File: config.mk
export PLATFORM = sky130hd
export DESIGN_NAME = stream_mem_writer
export DESIGN_NICKNAME = d
export VERILOG_FILES = /design/src/rtl/smw_pkg.sv /design/src/rtl/smw_lane_merge.sv /design/src/rtl/smw_word_packer.sv /design/src/rtl/stream_mem_writer.sv
export SDC_FILE = /design/constraint.sdc
export NUM_CORES = 1
export LEC_CHECK = 0
export ABC_AREA = 1
export CAP_MARGIN = 20
export CORE_MARGIN = 4
export CORE_UTILIZATION = 30
export CTS_CLUSTER_DIAMETER = 200
export DETAILED_ROUTE_END_ITERATION = 7
export PLACE_DENSITY_LB_ADDON = 0.25
export SLEW_MARGIN = 5
export SYNTH_ARGS = -nofsm -noshare
export SYNTH_HDL_FRONTEND = slang
export SYNTH_SLANG_ARGS = --single-unit
File: constraint.sdc
create_clock -name clk -period 8 [get_ports clk]
set_input_delay 1.2 -clock clk [delete_from_list [all_inputs] [get_ports clk]]
set_output_delay 1.2 -clock clk [all_outputs]
set_load 0.05 [all_outputs]
File: src/rtl/smw_pkg.sv
package smw_pkg;

    typedef enum logic [2:0] {
        ST_IDLE,
        ST_BYTE_RD,
        ST_BYTE_WR,
        ST_GROUP,
        ST_FIN
    } smw_state_e;

    // Phase chosen from the current byte offset and remaining count
    function automatic smw_state_e pick_phase(input logic [1:0] ofs, input logic [31:0] left);
        if (left == 32'd0)
            return ST_FIN;
        else if (ofs == 2'd0 && left >= 32'd4)
            return ST_GROUP;
        else
            return ST_BYTE_RD;
    endfunction

    // Whole words carried by one group step: min(4, left/4)
    function automatic logic [2:0] group_words(input logic [31:0] left);
        if (left >= 32'd16)
            return 3'd4;
        else
            return left[4:2];
    endfunction

endpackage

File: src/rtl/smw_lane_merge.sv
module smw_lane_merge (
    input  logic [31:0] old_word,
    input  logic [1:0]  lane,
    input  logic [7:0]  new_byte,
    output logic [31:0] merged
);
    for (genvar i = 0; i < 4; i++) begin : g_lane
        assign merged[8*i +: 8] = (lane == 2'(i)) ? new_byte : old_word[8*i +: 8];
    end
endmodule

File: src/rtl/smw_word_packer.sv
module smw_word_packer (
    input  logic        clk,
    input  logic        rst,
    input  logic        load,
    input  logic [1:0]  idx,
    input  logic [7:0]  din,
    output logic [31:0] word
);
    logic [7:0] held [3];

    for (genvar i = 0; i < 3; i++) begin : g_hold
        always_ff @(posedge clk) begin
            if (rst)
                held[i] <= 8'd0;
            else if (load && idx == 2'(i))
                held[i] <= din;
        end
        assign word[8*i +: 8] = held[i];
    end
    // Top lane comes straight from the stream so the word completes in one cycle
    assign word[31:24] = din;
endmodule

File: src/rtl/stream_mem_writer.sv
module stream_mem_writer #(
    parameter int AW = 16,
    parameter int LW = 16,
    parameter logic [AW-1:0] DUMMY_WADDR = {AW{1'b1}}
) (
    input  logic          clk,
    input  logic          rst,
    input  logic          start,
    input  logic [AW+1:0] start_ptr,
    input  logic [LW-1:0] start_len,
    output logic          busy,
    input  logic [7:0]    in_data,
    input  logic          in_valid,
    output logic          in_ready,
    output logic          mem_rd_en,
    output logic [AW-1:0] mem_rd_addr,
    input  logic [31:0]   mem_rd_data,
    output logic          mem_wr_en,
    output logic [AW-1:0] mem_wr_addr,
    output logic [31:0]   mem_wr_data,
    output logic          done,
    output logic [LW-1:0] done_count
);
    import smw_pkg::*;

    smw_state_e    state;
    logic [AW-1:0] wptr;
    logic [1:0]    ofs;
    logic [LW-1:0] left;
    logic [LW-1:0] total;
    logic [2:0]    nwords;
    logic [1:0]    slot;
    logic [1:0]    bidx;
    logic [7:0]    byte_q;

    logic          slot_used;
    logic          take;
    logic          grp_wr;
    logic [31:0]   packed_word;
    logic [31:0]   merged_word;
    logic [LW-1:0] left_after_byte;
    logic [LW-1:0] left_after_grp;
    logic [1:0]    ofs_next;
    logic          wrap;

    assign slot_used = ({1'b0, slot} < nwords);
    assign in_ready  = (state == ST_BYTE_RD) || (state == ST_GROUP && slot_used);
    assign take      = in_ready && in_valid;
    assign grp_wr    = (state == ST_GROUP) && (slot_used ? (in_valid && bidx == 2'd3) : 1'b1);

    assign busy       = (state != ST_IDLE);
    assign done       = (state == ST_FIN);
    assign done_count = total;

    assign mem_rd_en   = (state == ST_BYTE_RD) && in_valid;
    assign mem_rd_addr = wptr;

    smw_word_packer u_pack (
        .clk  (clk),
        .rst  (rst),
        .load (take && state == ST_GROUP),
        .idx  (bidx),
        .din  (in_data),
        .word (packed_word)
    );

    smw_lane_merge u_merge (
        .old_word (mem_rd_data),
        .lane     (ofs),
        .new_byte (byte_q),
        .merged   (merged_word)
    );

    always_comb begin
        mem_wr_en   = 1'b0;
        mem_wr_addr = wptr;
        mem_wr_data = merged_word;
        if (state == ST_BYTE_WR) begin
            mem_wr_en = 1'b1;
        end else if (grp_wr) begin
            mem_wr_en   = 1'b1;
            mem_wr_addr = slot_used ? (wptr + AW'(slot)) : DUMMY_WADDR;
            mem_wr_data = slot_used ? packed_word : 32'd0;
        end
    end

    assign left_after_byte = left - LW'(1);
    assign left_after_grp  = left - LW'({nwords, 2'b00});
    assign ofs_next        = ofs + 2'd1;
    assign wrap            = (ofs == 2'd3);

    always_ff @(posedge clk) begin
        if (rst) begin
            state  <= ST_IDLE;
            wptr   <= '0;
            ofs    <= '0;
            left   <= '0;
            total  <= '0;
            nwords <= '0;
            slot   <= '0;
            bidx   <= '0;
            byte_q <= '0;
        end else begin
            case (state)
                ST_IDLE: begin
                    if (start) begin
                        wptr   <= start_ptr[AW+1:2];
                        ofs    <= start_ptr[1:0];
                        left   <= start_len;
                        total  <= start_len;
                        nwords <= group_words(32'(start_len));
                        slot   <= '0;
                        bidx   <= '0;
                        state  <= pick_phase(start_ptr[1:0], 32'(start_len));
                    end
                end
                ST_BYTE_RD: begin
                    if (in_valid) begin
                        byte_q <= in_data;
                        state  <= ST_BYTE_WR;
                    end
                end
                ST_BYTE_WR: begin
                    ofs    <= ofs_next;
                    wptr   <= wrap ? wptr + AW'(1) : wptr;
                    left   <= left_after_byte;
                    nwords <= group_words(32'(left_after_byte));
                    slot   <= '0;
                    bidx   <= '0;
                    state  <= pick_phase(ofs_next, 32'(left_after_byte));
                end
                ST_GROUP: begin
                    if (take)
                        bidx <= bidx + 2'd1;
                    if (grp_wr) begin
                        slot <= slot + 2'd1;
                        if (slot == 2'd3) begin
                            wptr   <= wptr + AW'(nwords);
                            left   <= left_after_grp;
                            nwords <= group_words(32'(left_after_grp));
                            state  <= pick_phase(2'd0, 32'(left_after_grp));
                        end
                    end
                end
                ST_FIN: begin
                    state <= ST_IDLE;
                end
                default: state <= ST_IDLE;
            endcase
        end
    end
endmodule

# [Yosys cells after proc, flatten, opt, wreduce, memory -nomap -nowiden]
# Memory sizes are Yosys's and may differ from the RTL's.
# Cells that the tools add are included.
[totals] register_bits=68 ram_bits=24 output_inout_bits=85 wordCells=137 mem_count=1
[mem_list] memory="u_pack.held" words=3 width=8 rd=3 rd_ports_with_merged_regs=0 wr=3 line_no="smw_word_packer.sv:9" source="logic [7:0] held [3];"
[op_classes] n_addsub=8 magnitude_cmp=7 eq_ne=17 mux=61 bitwise=3 reduce_logical=31
[op_table] cell="2-to-1 mux 16 bit" count=10
[op_table] cell="2-to-1 mux 32 bit" count=3
[op_table] cell="one-hot mux 16 bit (3 select lines)" count=2
[op_table] cell="2-to-1 mux 8 bit" count=7
[op_table] cell=">= comparator 16 x 3 -> 1 bit, second input constant" count=3
[op_table] cell=">= comparator 16 x 5 -> 1 bit, second input constant" count=3
[op_table] cell="logical NOT 16 bit" count=3
[op_table] cell="2-to-1 mux 3 bit" count=13
[op_table] cell="adder 16 x 1 -> 16 bit, second input constant" count=1
[op_table] cell="adder 16 x 2 -> 16 bit" count=1
[op_table] cell="adder 16 x 3 -> 16 bit" count=1
[op_table] cell="subtractor 16 x 1 -> 16 bit, second input constant" count=1
[op_table] cell="subtractor 16 x 5 -> 16 bit" count=1
[op_table] cell="2-to-1 mux 1 bit" count=14
[op_table] cell="2-to-1 mux 2 bit" count=7
[op_table] cell="one-hot mux 2 bit (3 select lines)" count=2
[op_table] cell="one-hot mux 3 bit (4 select lines)" count=1
[op_table] cell="logical AND 1 bit" count=11
[op_table] cell="equality test 2 bit, second input constant" count=5
[op_table] cell="inequality test 2 bit, second input constant" count=5
[op_table] cell="one-hot mux 3 bit (3 select lines)" count=1
[op_table] cell="logical NOT 2 bit" count=4
[op_table] cell="AND reduction 4 bit" count=2
[op_table] cell="adder 2 x 1 -> 2 bit, second input constant" count=3
[op_table] cell="other kinds (15)" count=23

# [Longest topological paths before layout]
[logic_depth] depth_word=10 depth_mapped=19 mapped_depth_nobuf=18

# [By module]
# From an unflattened synthesis, not the netlist that was laid out.
[hier_totals] cells_unflattened=997 area_unflattened_um2=6693.9
[by_module_without_submodules] module="stream_mem_writer" instances=1 cells_per_inst=812 area_per_inst_um2=5185.0 seq_area_each_um2=1361.3
[by_module_without_submodules] module="smw_word_packer" instances=1 cells_per_inst=77 area_per_inst_um2=996.0 seq_area_each_um2=720.7
[by_module_without_submodules] module="smw_lane_merge" instances=1 cells_per_inst=108 area_per_inst_um2=513.0 seq_area_each_um2=0.0

# [Least setup slack after synthesis]
# Ideal clock, no wire load.
[synth_timing] path_type="in2out" from="input in_valid" to="output mem_wr_addr[10]" t_arrival_ns=3.066 t_required_ns=6.800 path_slack_ns=3.734 cell_stages=10 path_buffers=0 cell_sequence="nand2_1 -> nand2_1 -> nand2_4 -> clkinv_2 -> nand3b_4 -> nor2_2 -> nand3_1 -> nand2_1 -> inv_1 -> o21ai_0"
[synth_via] elab_chain_cells=5
[synth_rtl] item="start: declaration" line_no="stream_mem_writer.sv:13" source="input logic in_valid,"
[synth_rtl] item="logical AND 1 bit" line_no="stream_mem_writer.sv:49" source="assign grp_wr = (state == ST_GROUP) && (slot_used ? (in_valid && bidx == 2'd3) : 1'b1);"
[synth_rtl] item="2-to-1 mux 1 bit" line_no="stream_mem_writer.sv:49"
[synth_rtl] item="logical AND 1 bit" line_no="stream_mem_writer.sv:49"
[synth_rtl] item="2-to-1 mux 16 bit" line_no="stream_mem_writer.sv:80" source="end else if (grp_wr) begin"
[synth_rtl] item="2-to-1 mux 16 bit" line_no="stream_mem_writer.sv:78" source="if (state == ST_BYTE_WR) begin"
[synth_rtl] item="end: declaration" line_no="stream_mem_writer.sv:19" source="output logic [AW-1:0] mem_wr_addr,"
# Every way passes these cells.

# [Final worst setup path]
[layout_timing] from="register state[1]" to="output mem_wr_addr[12]"
[layout_via] elab_chain_cells=4 elab_cells_between_ends=5 cone_classes="2 x eq/ne; 2 x mux; 1 x reduce/logical"
[layout_rtl] item="start: declaration" line_no="stream_mem_writer.sv:26" source="smw_state_e state;"
[layout_rtl] item="start signal: assignment" line_no="stream_mem_writer.sv:114" source="state <= pick_phase(start_ptr[1:0], 32'(start_len));"
[layout_rtl] item="start signal: assignment" line_no="stream_mem_writer.sv:130" source="state <= pick_phase(ofs_next, 32'(left_after_byte));"
[layout_rtl] item="start signal: assignment" line_no="stream_mem_writer.sv:141" source="state <= pick_phase(2'd0, 32'(left_after_grp));"
[layout_rtl] item="equality test 3 x 2 -> 1 bit" line_no="stream_mem_writer.sv:49"
[layout_rtl] item="logical AND 1 bit" line_no="stream_mem_writer.sv:49"
[layout_rtl] item="2-to-1 mux 16 bit" line_no="stream_mem_writer.sv:80"
[layout_rtl] item="2-to-1 mux 16 bit *" line_no="stream_mem_writer.sv:78"
# Mark *: on every way between the ends. The rest lies on a longest branch, timed or not.

==> metrics.yaml <==
finalHoldViolations: 0
outcome: "finished, final reports clean"
max_freq_mhz: 188.0
crit_cells: 15
stdcell_count: 1393
p_sw_mw: 1.900
path_class: "reg -> out"
drtPass1Iterations: 7
synth_ff_type: "dfxtp_1"
setup_violations: 0
netlist_area_um2: 6462
crit_fanout: 35
dp_cells: 1376
synth_edf_count: 24
ys_warn_count: 0
p_per_area_nw_per_um2: 399.7
crit_path_start_kind: "flop"
drive_gt1_share_pct: 5.998
combPwrFrac_pct: 65.5
num-fill-cells: 2290
cp_slowest_cell: "clkdlybuf4s50_1"
rsz0062_at_grt: "no"
p_seq_share_pct: 21.3
synth_fp_nets: 1075
via_per_inst: 4.956
nNetsFinal: 1214
setup-tns-final_ps: 0
crit_arrival_ps: 4120
ys_ff_latch: 92
track_usage_pct: 18.89
clock-sinks: 92
num_vias: 6904
start_util_pct: 30.65
coreArea_um2: 21090
fin_crit_sh_pct: 66.50
worst_clock_skew_ps: 6.415
placed_cell_area_um2: 8294
holdPathStages: 1
cts_made_buffers: 9
critical_path.cell_chain: "inv_1 -> nor2_4 -> nand2_4 -> clkinv_2 -> nand2_4 -> clkinv_2 -> nand3b_4 -> nor2_2 -> nand3_1 -> nor2_1 -> nand2_1 -> nor2_1 -> nor2_1 -> nand2_1 -> clkdlybuf4s50_1"
internal-power_mw: 1.539
r2r_end: "mem_rd_addr[14]"
drc_errors: 0
rows: 53
syn_avg_cell_area_um2: 6.642
synth_top_area_cell: "dfxtp_1"
cts_max_level: 3
die_x_um: 154.8
antenna_left: 0
r2r_slack_ps: 4410
required_ps: 6800
grt_pass1_vias: 6566
cts-resized-gates: 0
final_util_pct: 40.80
cts_setup_buffers: 0
ys_types: 51
io_buffers: 162
switching_share_pct: 55.25
ys_seq_area_share_pct: 32.22
yosysTopAreaCellShare_pct: 21.06
clkSlewWorstSetupHoldPaths_ps: 70
ir_drop_uv: 188.2
clock-root-buffer: "clkbuf_16"
die_h_um: 154.8
num_io_pins: 163
synthTopCellsByArea: "dfxtp_1, nand2_1, edfxtp_1"
endpoint: "mem_wr_addr[12]"
totalPowerFinal_mw: 3.438
wl_per_cell_um: 16.57
globalplace.congestion: 0.8771
worst-path-buf-inv: 4
clkLatencyLatePin_ps: 350
fp.dieArea_um2: 23950
dp.final_hpwl_mm: 17.00
drv_slew: 0
cts_buffer_depth: 2
cts_tree: "yes"
hp-class: "reg -> reg"
antenna_found_initial: 0
maxCapViolCount: 0
rr_worst_depth: 15
clockPowerShare_pct: 13.2
grt_pass1_wl_mm: 36.09
crit_start: "state[1]"
crit_family: "simple AND/OR/NAND/NOR gates"
critPathCaptureType: "output pin"
worstReg2RegStart: "state[1]"
async_flop_share_pct: 0
design_area_um2: 8603
cts_hold_buf: 0
grt_overflow: 0
syn_to_final_growth_pct: 33.13
grt_max_degree: 36
drtIter0Drc: 430
relSlewSlack_pct: 49.58
cp_slowest_stage_delay_ps: 790
worst_pin_slew_ps: 754.4
synth_cells: 973
critPathMostFrequentCell: "nor2_1"
wirelength_mm: 23.08
leakagePower_nw: 3.528
fin_crit_ps: 5320
==> worst min-delay path by stage <==
| stage | from | endpoint | slack, ps |
|---|---|---|---|
| final | bidx[0] | bidx[0] | 510 |
| after global routing | left[1] | left[1] | 540 |
| after CTS | bidx[0] | bidx[0] | 520 |
| after detailed placement | bidx[0] | bidx[0] | 500 |
| after global placement | bidx[0] | bidx[0] | 490 |
| after floorplan | bidx[0] | bidx[0] | 470 |
==> placed cells by master, fill, tap and decap left out, types with 9 or more instances in the layout <==
cell type | synthesis | routed
a211oi_1 | 12 | 12
a21oi_1 | 56 | 56
clkbuf_16 | 0 | 9
clkdlybuf4s50_1 | 0 | 162
dfxtp_1 | 68 | 68
edfxtp_1 | 24 | 24
ha_1 | 21 | 21
inv_1 | 93 | 93
inv_2 | 9 | 9
nand2_1 | 244 | 244
nand3_1 | 50 | 50
nor2_1 | 114 | 114
nor2_2 | 12 | 12
o21ai_0 | 119 | 119
o21ai_1 | 13 | 13
o22ai_1 | 15 | 15
xor2_1 | 10 | 10
==> state kept, by name, summed over array words and instances (netlist names) <==
signal,count
u_pack.held,24
done_count,16
left,16
state,3
ofs,2
byte_q,8
slot,2
mem_rd_addr,16
nwords,3
bidx,2
==> stage by stage <==
step                      setup slack, ps  hold slack, ps
final                                2680           511.5
after global routing                 2441           539.0
after CTS                            2670           516.0
after detailed placement             2685           499.0
after global placement               2718           489.6
after floorplan                      3734           468.4
==> final cells by class <==
class	instances	area (µm²)	share of cell area, %
Clock buffer	9	225.2	2.618
Timing Repair Buffer	166	1652	19.20
Tap cell	275	344.1	3.999
Inverter	106	402.9	4.683
Multi-Input combinational cell	737	3814	44.33
Clock inverter	7	81.33	0.9453
Antenna cell	1	2.502	0.02909
Sequential cell	92	2082	24.20
==> kinds of logic (layout without fill, tap and decap cells) <==
family                     Yosys count  in the layout  synth area share [%]
xor gates and xnor gates            12             12                 1.626
DFF                                 92             92                 32.22
adders and majority gates           24             24                 4.995
and+or+nand+nor                    461            461                 31.95
AOI/OAI and AO/OA                  240            240                 20.45
buffers and inverters              144            288                 8.770
other                                0              1                     0
==> Yosys cell counts (2+ instances only) <==
master and count:
nand4_1 8, clkinv_2 2, or2_2 2, edfxtp_1 24
nor2_1 114, clkbuf_1 29, nand2_8 2, nand3b_4 2
buf_6 2, nand2_1 244, nand3_2 3, a31oi_1 8
nor3_1 6, o21ai_0 119, inv_2 9, nand3_1 50
dfxtp_1 68, a21oi_1 56, ha_1 21, xnor2_1 2
buf_2 5, nand3b_1 2, o221ai_1 3, o22ai_1 15
o211ai_1 4, inv_1 93, nor2_2 12, nor2_8 2
o21ai_1 13, nand2_4 2, nor2_4 8, a211oi_1 12
buf_1 2, xor2_1 10, fa_1 3
==> layer usage <==
| metal | up-vias | track usage, % | share of wire (%) |
|---|---|---|---|
| li1 | 3509 | - | - |
| met1 | 3120 | 25.86 | 47 |
| met2 | 258 | 30.18 | 44 |
| met3 | 17 | 4.589 | 8.1 |
| met4 | 0 | 4.373 | 0.99 |
| met5 | - | 0 | 0 |
==> power groups by stage <==
stage | sequential, mW | combinational, mW | clock, mW
floorplan | 0.883 | 1.43 | 0
global placement | 0.740 | 2.24 | 0
detailed placement | 0.740 | 2.24 | 0
CTS | 0.731 | 2.25 | 0.466
global route | 0.754 | 2.46 | 0.482
finish | 0.732 | 2.25 | 0.453
(Power assumes the default switching activity.)
